--- src/rtl/fgw_pkg.sv ---
package fgw_pkg;
   typedef enum logic {
      PH_IDLE = 1'b0,
      PH_RUN  = 1'b1
   } fgw_phase_e;

   localparam int unsigned FGW_STEP_NARROW = 1;
   localparam int unsigned FGW_STEP_WIDE   = 2;
endpackage

--- src/rtl/fgw_fetch_counter.sv ---
module fgw_fetch_counter
   import fgw_pkg::*;
#(
   parameter int unsigned CNT_W = 10
) (
   input  logic             clk,
   input  logic             rst,
   input  logic             ch_start,
   input  logic             ch_end,
   input  logic             fetch,
   input  logic             fetch_dbl,
   output logic [CNT_W-1:0] count,
   output logic             running
);
   localparam logic [CNT_W-1:0] CNT_MAX = {CNT_W{1'b1}};
   localparam int unsigned      SUM_W   = CNT_W + 1;

   fgw_phase_e       phase_q, phase_d;
   logic [CNT_W-1:0] cnt_q, cnt_d, base;
   logic [SUM_W-1:0] sum;
   logic [1:0]       step;
   logic             active;

   // words per fetch: one for a 16-bit instruction, two for a 32-bit one
   always_comb begin
      step = 2'd0;
      if (fetch) begin
         step = fetch_dbl ? 2'(FGW_STEP_WIDE) : 2'(FGW_STEP_NARROW);
      end
   end

   assign active = ch_start | (phase_q == PH_RUN);
   assign base   = ch_start ? '0 : cnt_q;
   assign sum    = {1'b0, base} + SUM_W'(step);

   // clamp on carry out instead of wrapping
   always_comb begin
      cnt_d = cnt_q;
      if (active) begin
         cnt_d = sum[CNT_W] ? CNT_MAX : sum[CNT_W-1:0];
      end
   end

   always_comb begin
      phase_d = phase_q;
      if (ch_start) begin
         phase_d = PH_RUN;
      end else if (ch_end) begin
         phase_d = PH_IDLE;
      end
   end

   always_ff @(posedge clk) begin
      if (rst) begin
         cnt_q   <= '0;
         phase_q <= PH_IDLE;
      end else begin
         cnt_q   <= cnt_d;
         phase_q <= phase_d;
      end
   end

   assign count   = cnt_q;
   assign running = (phase_q == PH_RUN);

   AST_START_CLEARS: assert property (@(posedge clk) disable iff (rst)
      (ch_start && !fetch) |=> (cnt_q == '0));
   AST_WIDE_STEP: assert property (@(posedge clk) disable iff (rst)
      ((phase_q == PH_RUN) && !ch_start && fetch && fetch_dbl && (cnt_q < CNT_MAX - CNT_W'(1)))
      |=> ((cnt_q - $past(cnt_q)) == CNT_W'(2)));
   AST_NO_SHRINK: assert property (@(posedge clk) disable iff (rst)
      (!ch_start) |=> (cnt_q >= $past(cnt_q)));
   AST_SAT_HOLD: assert property (@(posedge clk) disable iff (rst)
      ((cnt_q == CNT_MAX) && !ch_start) |=> (cnt_q == CNT_MAX));
   AST_IDLE_HOLD: assert property (@(posedge clk) disable iff (rst)
      ((phase_q == PH_IDLE) && !ch_start) |=> $stable(cnt_q));
endmodule

--- src/rtl/fgw_thresh_cmp.sv ---
module fgw_thresh_cmp #(
   parameter int unsigned THR_W = 8,
   parameter int unsigned CNT_W = 10
) (
   input  logic             clk,
   input  logic             rst,
   input  logic             wd_en,
   input  logic [THR_W-1:0] thr,
   input  logic [CNT_W-1:0] count,
   input  logic             running,
   input  logic             ch_start,
   output logic             err
);
   logic [CNT_W-1:0] thr_ext;
   logic             thr_zero, reached, fire;
   logic             armed_q, armed_d, err_q;

   generate
      if (CNT_W == THR_W) begin : g_same_w
         assign thr_ext = thr;
      end else begin : g_pad_w
         assign thr_ext = {{(CNT_W - THR_W){1'b0}}, thr};
      end
   endgenerate

   assign thr_zero = (thr == '0);
   assign reached  = (count >= thr_ext);
   // the start cycle still sees the previous channel's count, so it is masked
   assign fire     = wd_en & armed_q & running & ~ch_start & ~thr_zero & reached;

   always_comb begin
      armed_d = armed_q;
      if (ch_start) begin
         armed_d = 1'b1;
      end else if (fire) begin
         armed_d = 1'b0;
      end
   end

   always_ff @(posedge clk) begin
      if (rst) begin
         armed_q <= 1'b0;
         err_q   <= 1'b0;
      end else begin
         armed_q <= armed_d;
         err_q   <= fire;
      end
   end

   assign err = err_q;

   AST_ONE_SHOT: assert property (@(posedge clk) disable iff (rst)
      err_q |=> !err_q);
   AST_ERR_AFTER_REACH: assert property (@(posedge clk) disable iff (rst)
      err_q |-> $past(reached && running));
   AST_ZERO_THR_NO_CMP: assert property (@(posedge clk) disable iff (rst)
      thr_zero |=> !err_q);
endmodule

--- src/rtl/fgw_cfg_check.sv ---
module fgw_cfg_check #(
   parameter int unsigned THR_W = 8
) (
   input  logic             clk,
   input  logic             rst,
   input  logic             wd_en,
   input  logic [THR_W-1:0] thr,
   input  logic             irq,
   output logic             err
);
   logic bad_cfg, err_q;

   assign bad_cfg = wd_en & (thr == '0);

   always_ff @(posedge clk) begin
      if (rst) begin
         err_q <= 1'b0;
      end else begin
         err_q <= bad_cfg & irq;
      end
   end

   assign err = err_q;

   AST_CFG_IRQ_ONLY: assert property (@(posedge clk) disable iff (rst)
      !irq |=> !err_q);
endmodule

--- src/rtl/fetch_guard.sv ---
module fetch_guard #(
   parameter int unsigned THR_W = 8,
   parameter int unsigned CNT_W = 10
) (
   input  logic             clk,
   input  logic             rst,
   input  logic             wd_en,
   input  logic [THR_W-1:0] thr,
   input  logic             ch_start,
   input  logic             ch_end,
   input  logic             fetch,
   input  logic             fetch_dbl,
   input  logic             irq,
   output logic             err_pulse,
   output logic [CNT_W-1:0] fetch_count
);
   generate
      if (THR_W < 1) begin : g_bad_thr
         $error("fetch_guard: THR_W must be at least 1");
      end
      if (CNT_W < 2) begin : g_bad_cnt
         $error("fetch_guard: CNT_W must be at least 2");
      end
      if (CNT_W < THR_W) begin : g_bad_ratio
         $error("fetch_guard: CNT_W must not be narrower than THR_W");
      end
   endgenerate

   logic [CNT_W-1:0] count;
   logic             running, cmp_err, cfg_err;

   fgw_fetch_counter #(.CNT_W(CNT_W)) u_counter (
      .clk       (clk),
      .rst       (rst),
      .ch_start  (ch_start),
      .ch_end    (ch_end),
      .fetch     (fetch),
      .fetch_dbl (fetch_dbl),
      .count     (count),
      .running   (running)
   );

   fgw_thresh_cmp #(.THR_W(THR_W), .CNT_W(CNT_W)) u_cmp (
      .clk      (clk),
      .rst      (rst),
      .wd_en    (wd_en),
      .thr      (thr),
      .count    (count),
      .running  (running),
      .ch_start (ch_start),
      .err      (cmp_err)
   );

   fgw_cfg_check #(.THR_W(THR_W)) u_cfg (
      .clk   (clk),
      .rst   (rst),
      .wd_en (wd_en),
      .thr   (thr),
      .irq   (irq),
      .err   (cfg_err)
   );

   assign err_pulse   = cmp_err | cfg_err;
   assign fetch_count = count;

   AST_DISABLED_SILENT: assert property (@(posedge clk) disable iff (rst)
      !wd_en |=> !err_pulse);
   AST_ZERO_THR_IRQ: assert property (@(posedge clk) disable iff (rst)
      (wd_en && (thr == '0) && irq) |=> err_pulse);
endmodule

--- config.mk ---
export PLATFORM = sky130hd
export DESIGN_NAME = fetch_guard
export DESIGN_NICKNAME = d
export VERILOG_FILES = /design/src/rtl/fgw_pkg.sv /design/src/rtl/fgw_fetch_counter.sv /design/src/rtl/fgw_thresh_cmp.sv /design/src/rtl/fgw_cfg_check.sv /design/src/rtl/fetch_guard.sv
export SDC_FILE = /design/constraint.sdc
export NUM_CORES = 1
export LEC_CHECK = 0
export BUFFER_PORTS_ARGS = -buffer_cell sky130_fd_sc_hd__buf_4
export CAP_MARGIN = 20
export CORE_MARGIN = 3
export CORE_UTILIZATION = 50
export DETAILED_ROUTE_END_ITERATION = 8
export GPL_TIMING_DRIVEN = 0
export PLACE_DENSITY = 0.84
export SLEW_MARGIN = 15
export SYNTH_ARGS = -nofsm -noshare
export SYNTH_HDL_FRONTEND = slang
export SYNTH_SLANG_ARGS = --single-unit
--- constraint.sdc ---
create_clock -name clk -period 4.6 [get_ports clk]
set_input_delay 0.23 -clock clk [delete_from_list [all_inputs] [get_ports clk]]
set_output_delay 0.23 -clock clk [all_outputs]
set_load 0.03 [all_outputs]
== Word level (Yosys, flattened, before mapping) ==
Cells that the tools add are included.

* Word-level logic and storage cells: 29
* Output and inout port bits: 11
* Input bits: 16
* Bits in registers: 14

* Multiplexer cells: 8
* $add $sub $neg: 1
* Magnitude comparators: 1
* Bitwise operators: 11
* Reductions and logical operators: 3

{| class="wikitable"
|+ Operators by type and width
! operator !! count
|-
| 10-bit 2-to-1 mux || 2
|-
| 10-bit by 2-bit adder with 11-bit output || 1
|-
| 10-bit by 8-bit greater-or-equal comparator with 1-bit output || 1
|-
| 8-bit logical NOT || 1
|-
| 1-bit AND || 7
|-
| 1-bit 2-to-1 mux || 4
|-
| 2-bit 2-to-1 mux || 2
|-
| 2-bit nonzero test || 2
|-
| 1-bit NOT || 2
|-
| 1-bit OR || 2
|}

== Longest topological paths before layout ==
* Word-level depth: 7
* Mapped depth: 8
* Depth with buffers taken out: 8

== Hierarchy ==
A second synthesis with hierarchy kept.

* Cell total of the unflattened synthesis: 120
* Area total of the unflattened synthesis: 1081.0 um^2

{| class="wikitable"
|+ Modules (own cells, without submodules)
! module !! cells an instance !! seq. area each (um^2) !! area each (um^2) !! times used
|-
| fgw_fetch_counter || 73 || 220.2 || 705.7 || 1
|-
| fgw_thresh_cmp || 41 || 40.0 || 321.6 || 1
|-
| fgw_cfg_check || 5 || 20.0 || 47.5 || 1
|-
| fetch_guard || 1 || 0.0 || 6.3 || 1
|}

== Worst setup path before layout ==
Ideal clock, no wire load.

* Path type: reg2reg
* Start: register u_counter.cnt_q[0] (netlist: u_counter.count[0])
* End: register u_counter.cnt_q[8] (netlist: u_counter.count[8])
* Data required time: 4486 ps
* Library setup time: 114 ps
* Path buffers: 0
* Cell stages (with the launch flop): 9
* Arrival: 1825 ps
* Clock period less this slack: 1939 ps
* Setup slack: 2661 ps
* Cell sequence: dfxtp_1 -> inv_1 -> nor2_1 -> ha_1 -> fa_1 -> nand4b_1 -> nor3_1 -> nor2_1 -> a2111oi_0

* Longest elaborated chain between the ends: 3

{| class="wikitable"
|+ RTL lines
! item !! RTL line !! RTL
|-
| start: declaration || fgw_fetch_counter.sv:19 || <nowiki>logic [CNT_W-1:0] cnt_q, cnt_d, base;</nowiki>
|-
| start signal: assignment || fgw_fetch_counter.sv:58 || <nowiki>cnt_q <= cnt_d;</nowiki>
|-
| 10-bit 2-to-1 mux || fgw_fetch_counter.sv:33 || <nowiki>assign base = ch_start ? '0 : cnt_q;</nowiki>
|-
| 10-bit by 2-bit adder with 11-bit output || fgw_fetch_counter.sv:34 || <nowiki>assign sum = {1'b0, base} + SUM_W'(step);</nowiki>
|-
| 10-bit 2-to-1 mux || fgw_fetch_counter.sv:40 || <nowiki>cnt_d = sum[CNT_W] ? CNT_MAX : sum[CNT_W-1:0];</nowiki>
|}

No other way between the ends.
A chain may end at the register's enable or synchronous reset.

== Worst setup path after layout ==
* Start: register u_counter.cnt_q[0] (netlist: u_counter.count[0])
* End: register u_counter.cnt_q[0] (netlist: u_counter.count[0])

The elaborated chain is that of the path after synthesis.

==> results.tsv <==
metric	value	unit
status	finished, final reports clean	
fin_crit	2040	ps
ios	27	
grt.busiest_layer	met2	
grt_pass1_vias	963	
final-max-slew-violation-count	0	
dp_hpwl	1810	um
timing.final.crit_share	44.3	%
dp_slack	2630	ps
reg2reg_slack	2560	ps
die_area	2460	um^2
p_int	195	uW
crit_path_max_incr_delay	470	ps
drive_gt1_share	24.7	%
synth_nets	144	
grt_pass1_wl	4070	um
crit_type	flip-flop to flip-flop	
max_slew.worst_pin.slew	607	ps
htreeDepth	1	
p_sw	72.2	uW
fmax	491	MHz
relSlewSlack	59.2	%
utilization	68.4	%
slowest_stage	nor4_1	
power_frac_comb	17.3	%
cts_buffers	3	
grt_antenna_before_repair	0	
p_per_area	221	nW/um^2
path_buf_inv	1	
rsz0062_at_grt	false	
hold_class	input pin to flip-flop	
ys_ff_latch	14	
via_per_inst	5.77	
routed_wl	2340	um
routedWlPerCell	13.7	um
syn_inst	117	
ctsHoldBuffers	0	
vias	987	
finClkSkew	3.06	ps
cp_data_arrival_time	2240	ps
die_h	49.6	um
ctsResizeCount	0	
crit_fanout	6	
synth_cell_types	33	
hold_depth	2	
post_cts_buffers	0	
rows	15	
clk_path_buf_depth	2	
setup_violations	0	
use_met3	3.02	%
seq_area_frac_synth	29.5	%
clockPowerShare	34.9	%
vdd_drop_max	0.000154	V
core	1760	um^2
yosysWarnings	0	
power_frac_seq	47.8	%
drt_iter0_markers	27	
grtUsageTotal	20.8	%
ant_nets	0	
cts_root_buf	clkbuf_4	
drc	0	
finalSetupTns	0	ps
p_sw_share	27.0	%
port_buffers	25	
path_delay_family	simple AND/OR/NAND/NOR gates	
startpoint_type	flip-flop	
dr.pass1.iters	4	
use_met2	35.5	%
die_w	49.6	um
syn_avg_cell_area	8.13	um^2
r2r_cells	8	
setup_slack	2560	ps
clock_latency	290	ps
cp-end-kind	flip-flop	
required	4800	ps
synthesis.area	951	um^2
clk_pin_slew	90	ps
crit_chain	inv_1 > nor2_1 > ha_1 > fa_1 > nand2b_1 > nor4_1 > nor3_1 > a211oi_1	
diodes	0	
fin_nets	174	
gp_congestion	0.830	
grt_max_degree	11	
fillers	164	
syn_to_final_growth	26.8	%
cp.depth	8	
start_util	53.9	%
grt_overflow	0	
p_leak	0.577	nW
cap_violations	0	
cts.sink_count	14	
cts_tree	done	
use_met1	25.4	%
finalHoldViolCount	0	
## through the flow
step | power [mW] | area [um^2] | hold slack (ps) | cells
floorplan | 0.157 | 951 | 320 | 117
detailed placement | 0.176 | 1170 | 440 | 167
global placement | 0.175 | 1170 | 439 | 167
global route | 0.279 | 1210 | 132 | 171
finish | 0.267 | 1210 | 132 | 171
CTS | 0.266 | 1210 | 133 | 171
## state kept, by name, indices dropped and copies added (netlist names)
signal	count
u_counter.count	10
u_cfg.err	1
u_cmp.err	1
u_cmp.armed_q	1
u_counter.running	1
## area by class of cell
type,count,area [um^2],area share [%]
clock buffer,4,36.3,3.01
timing repair buffer,25,188,15.6
tap,25,31.3,2.59
buffer,2,8.76,0.726
inverter,12,45.0,3.73
multi-input combinational,89,617,51.1
sequential,14,280,23.2
## layer usage
layer  share of wire, %  vias to the layer above  wire [um]
met5                  0                        -          0
met4                1.7                        0         39
met3                5.7                        5        132
met2                 49                       37       1140
met1                 44                      452       1020
li1                   -                      493          -
## worst paths after layout
path	start	end
min reg2reg	u_counter.count[1]$_SDFFE_PP0P_	u_counter.count[1]$_SDFFE_PP0P_
min	rst	u_counter.count[8]$_SDFFE_PP0P_
max reg2reg	u_counter.count[0]$_SDFFE_PP0P_	u_counter.count[0]$_SDFFE_PP0P_
max	u_counter.count[0]$_SDFFE_PP0P_	u_counter.count[0]$_SDFFE_PP0P_
## synth_stat cells (all sizes together)
cell type	count	area (um^2)
or2	2	12.5
o221ai	1	8.76
nand2b	3	18.8
a41o	1	11.3
and2	1	6.26
nand3b	1	7.51
a2111oi	1	8.76
a211oi	4	30.0
o21ai	5	25.0
nor2	7	26.3
a211o	1	8.76
nand4	3	33.8
and3	1	7.51
nand4b	1	8.76
clkbuf	1	3.75
ha	10	125
or4	1	11.3
a21oi	8	40.0
inv	12	45.0
nor3	10	50.1
a31oi	2	12.5
fa	1	20.0
nand2	8	30.0
nor4	5	31.3
nor2b	4	25.0
a22oi	1	7.51
o211a	2	20.0
dfxtp	14	280
o211ai	1	7.51
nand3	3	15.0
buf	1	5.00
nor3b	1	7.51
## power by group through the flow
| stage | sequential (mW) | clock (mW) | combinational (mW) |
|---|---|---|---|
| after CTS | 0.128 | 0.0925 | 0.0461 |
| after detailed placement | 0.130 | 0 | 0.0457 |
| after floorplan | 0.133 | 0 | 0.0238 |
| after global placement | 0.131 | 0 | 0.0442 |
| final | 0.128 | 0.0932 | 0.0462 |
| after global routing | 0.128 | 0.0979 | 0.0526 |
## cells in the final DEF (no fill, tap or decap)
master     Yosys  layout
buf_4          0      25
dfxtp_1       14      14
inv_1         12      12
nor3_1        10      10
ha_1          10      10
nand2_1        8       8
a21oi_1        8       8
nor2_1         7       7
nor4_1         5       5
o21ai_0        5       5
nor2b_1        4       4
a211oi_1       4       4
nand3_1        3       3
nand2b_1       3       3
clkbuf_4       0       3
or2_2          2       2
a31oi_1        2       2
o211a_1        2       2
nand4_1        2       2
buf_2          1       1
clkbuf_1       1       1
and3_2         1       1
nand4_4        1       1
or4_4          1       1
a41o_2         1       1
nand3b_1       1       1
a22oi_1        1       1
o211ai_1       1       1
nor3b_1        1       1
a211o_1        1       1
o221ai_1       1       1
nand4b_1       1       1
a2111oi_0      1       1
and2_1         1       1
fa_1           1       1
clkbuf_8       0       1
## kinds of logic after synthesis
group | Yosys count | synth area share [%]
compound gates | 27 | 18.9
fa+ha+maj | 11 | 15.3
buf+inv | 14 | 5.66
flops | 14 | 29.5
simple gates | 51 | 30.7
No activity file was read; power rests on OpenSTA's default activity.
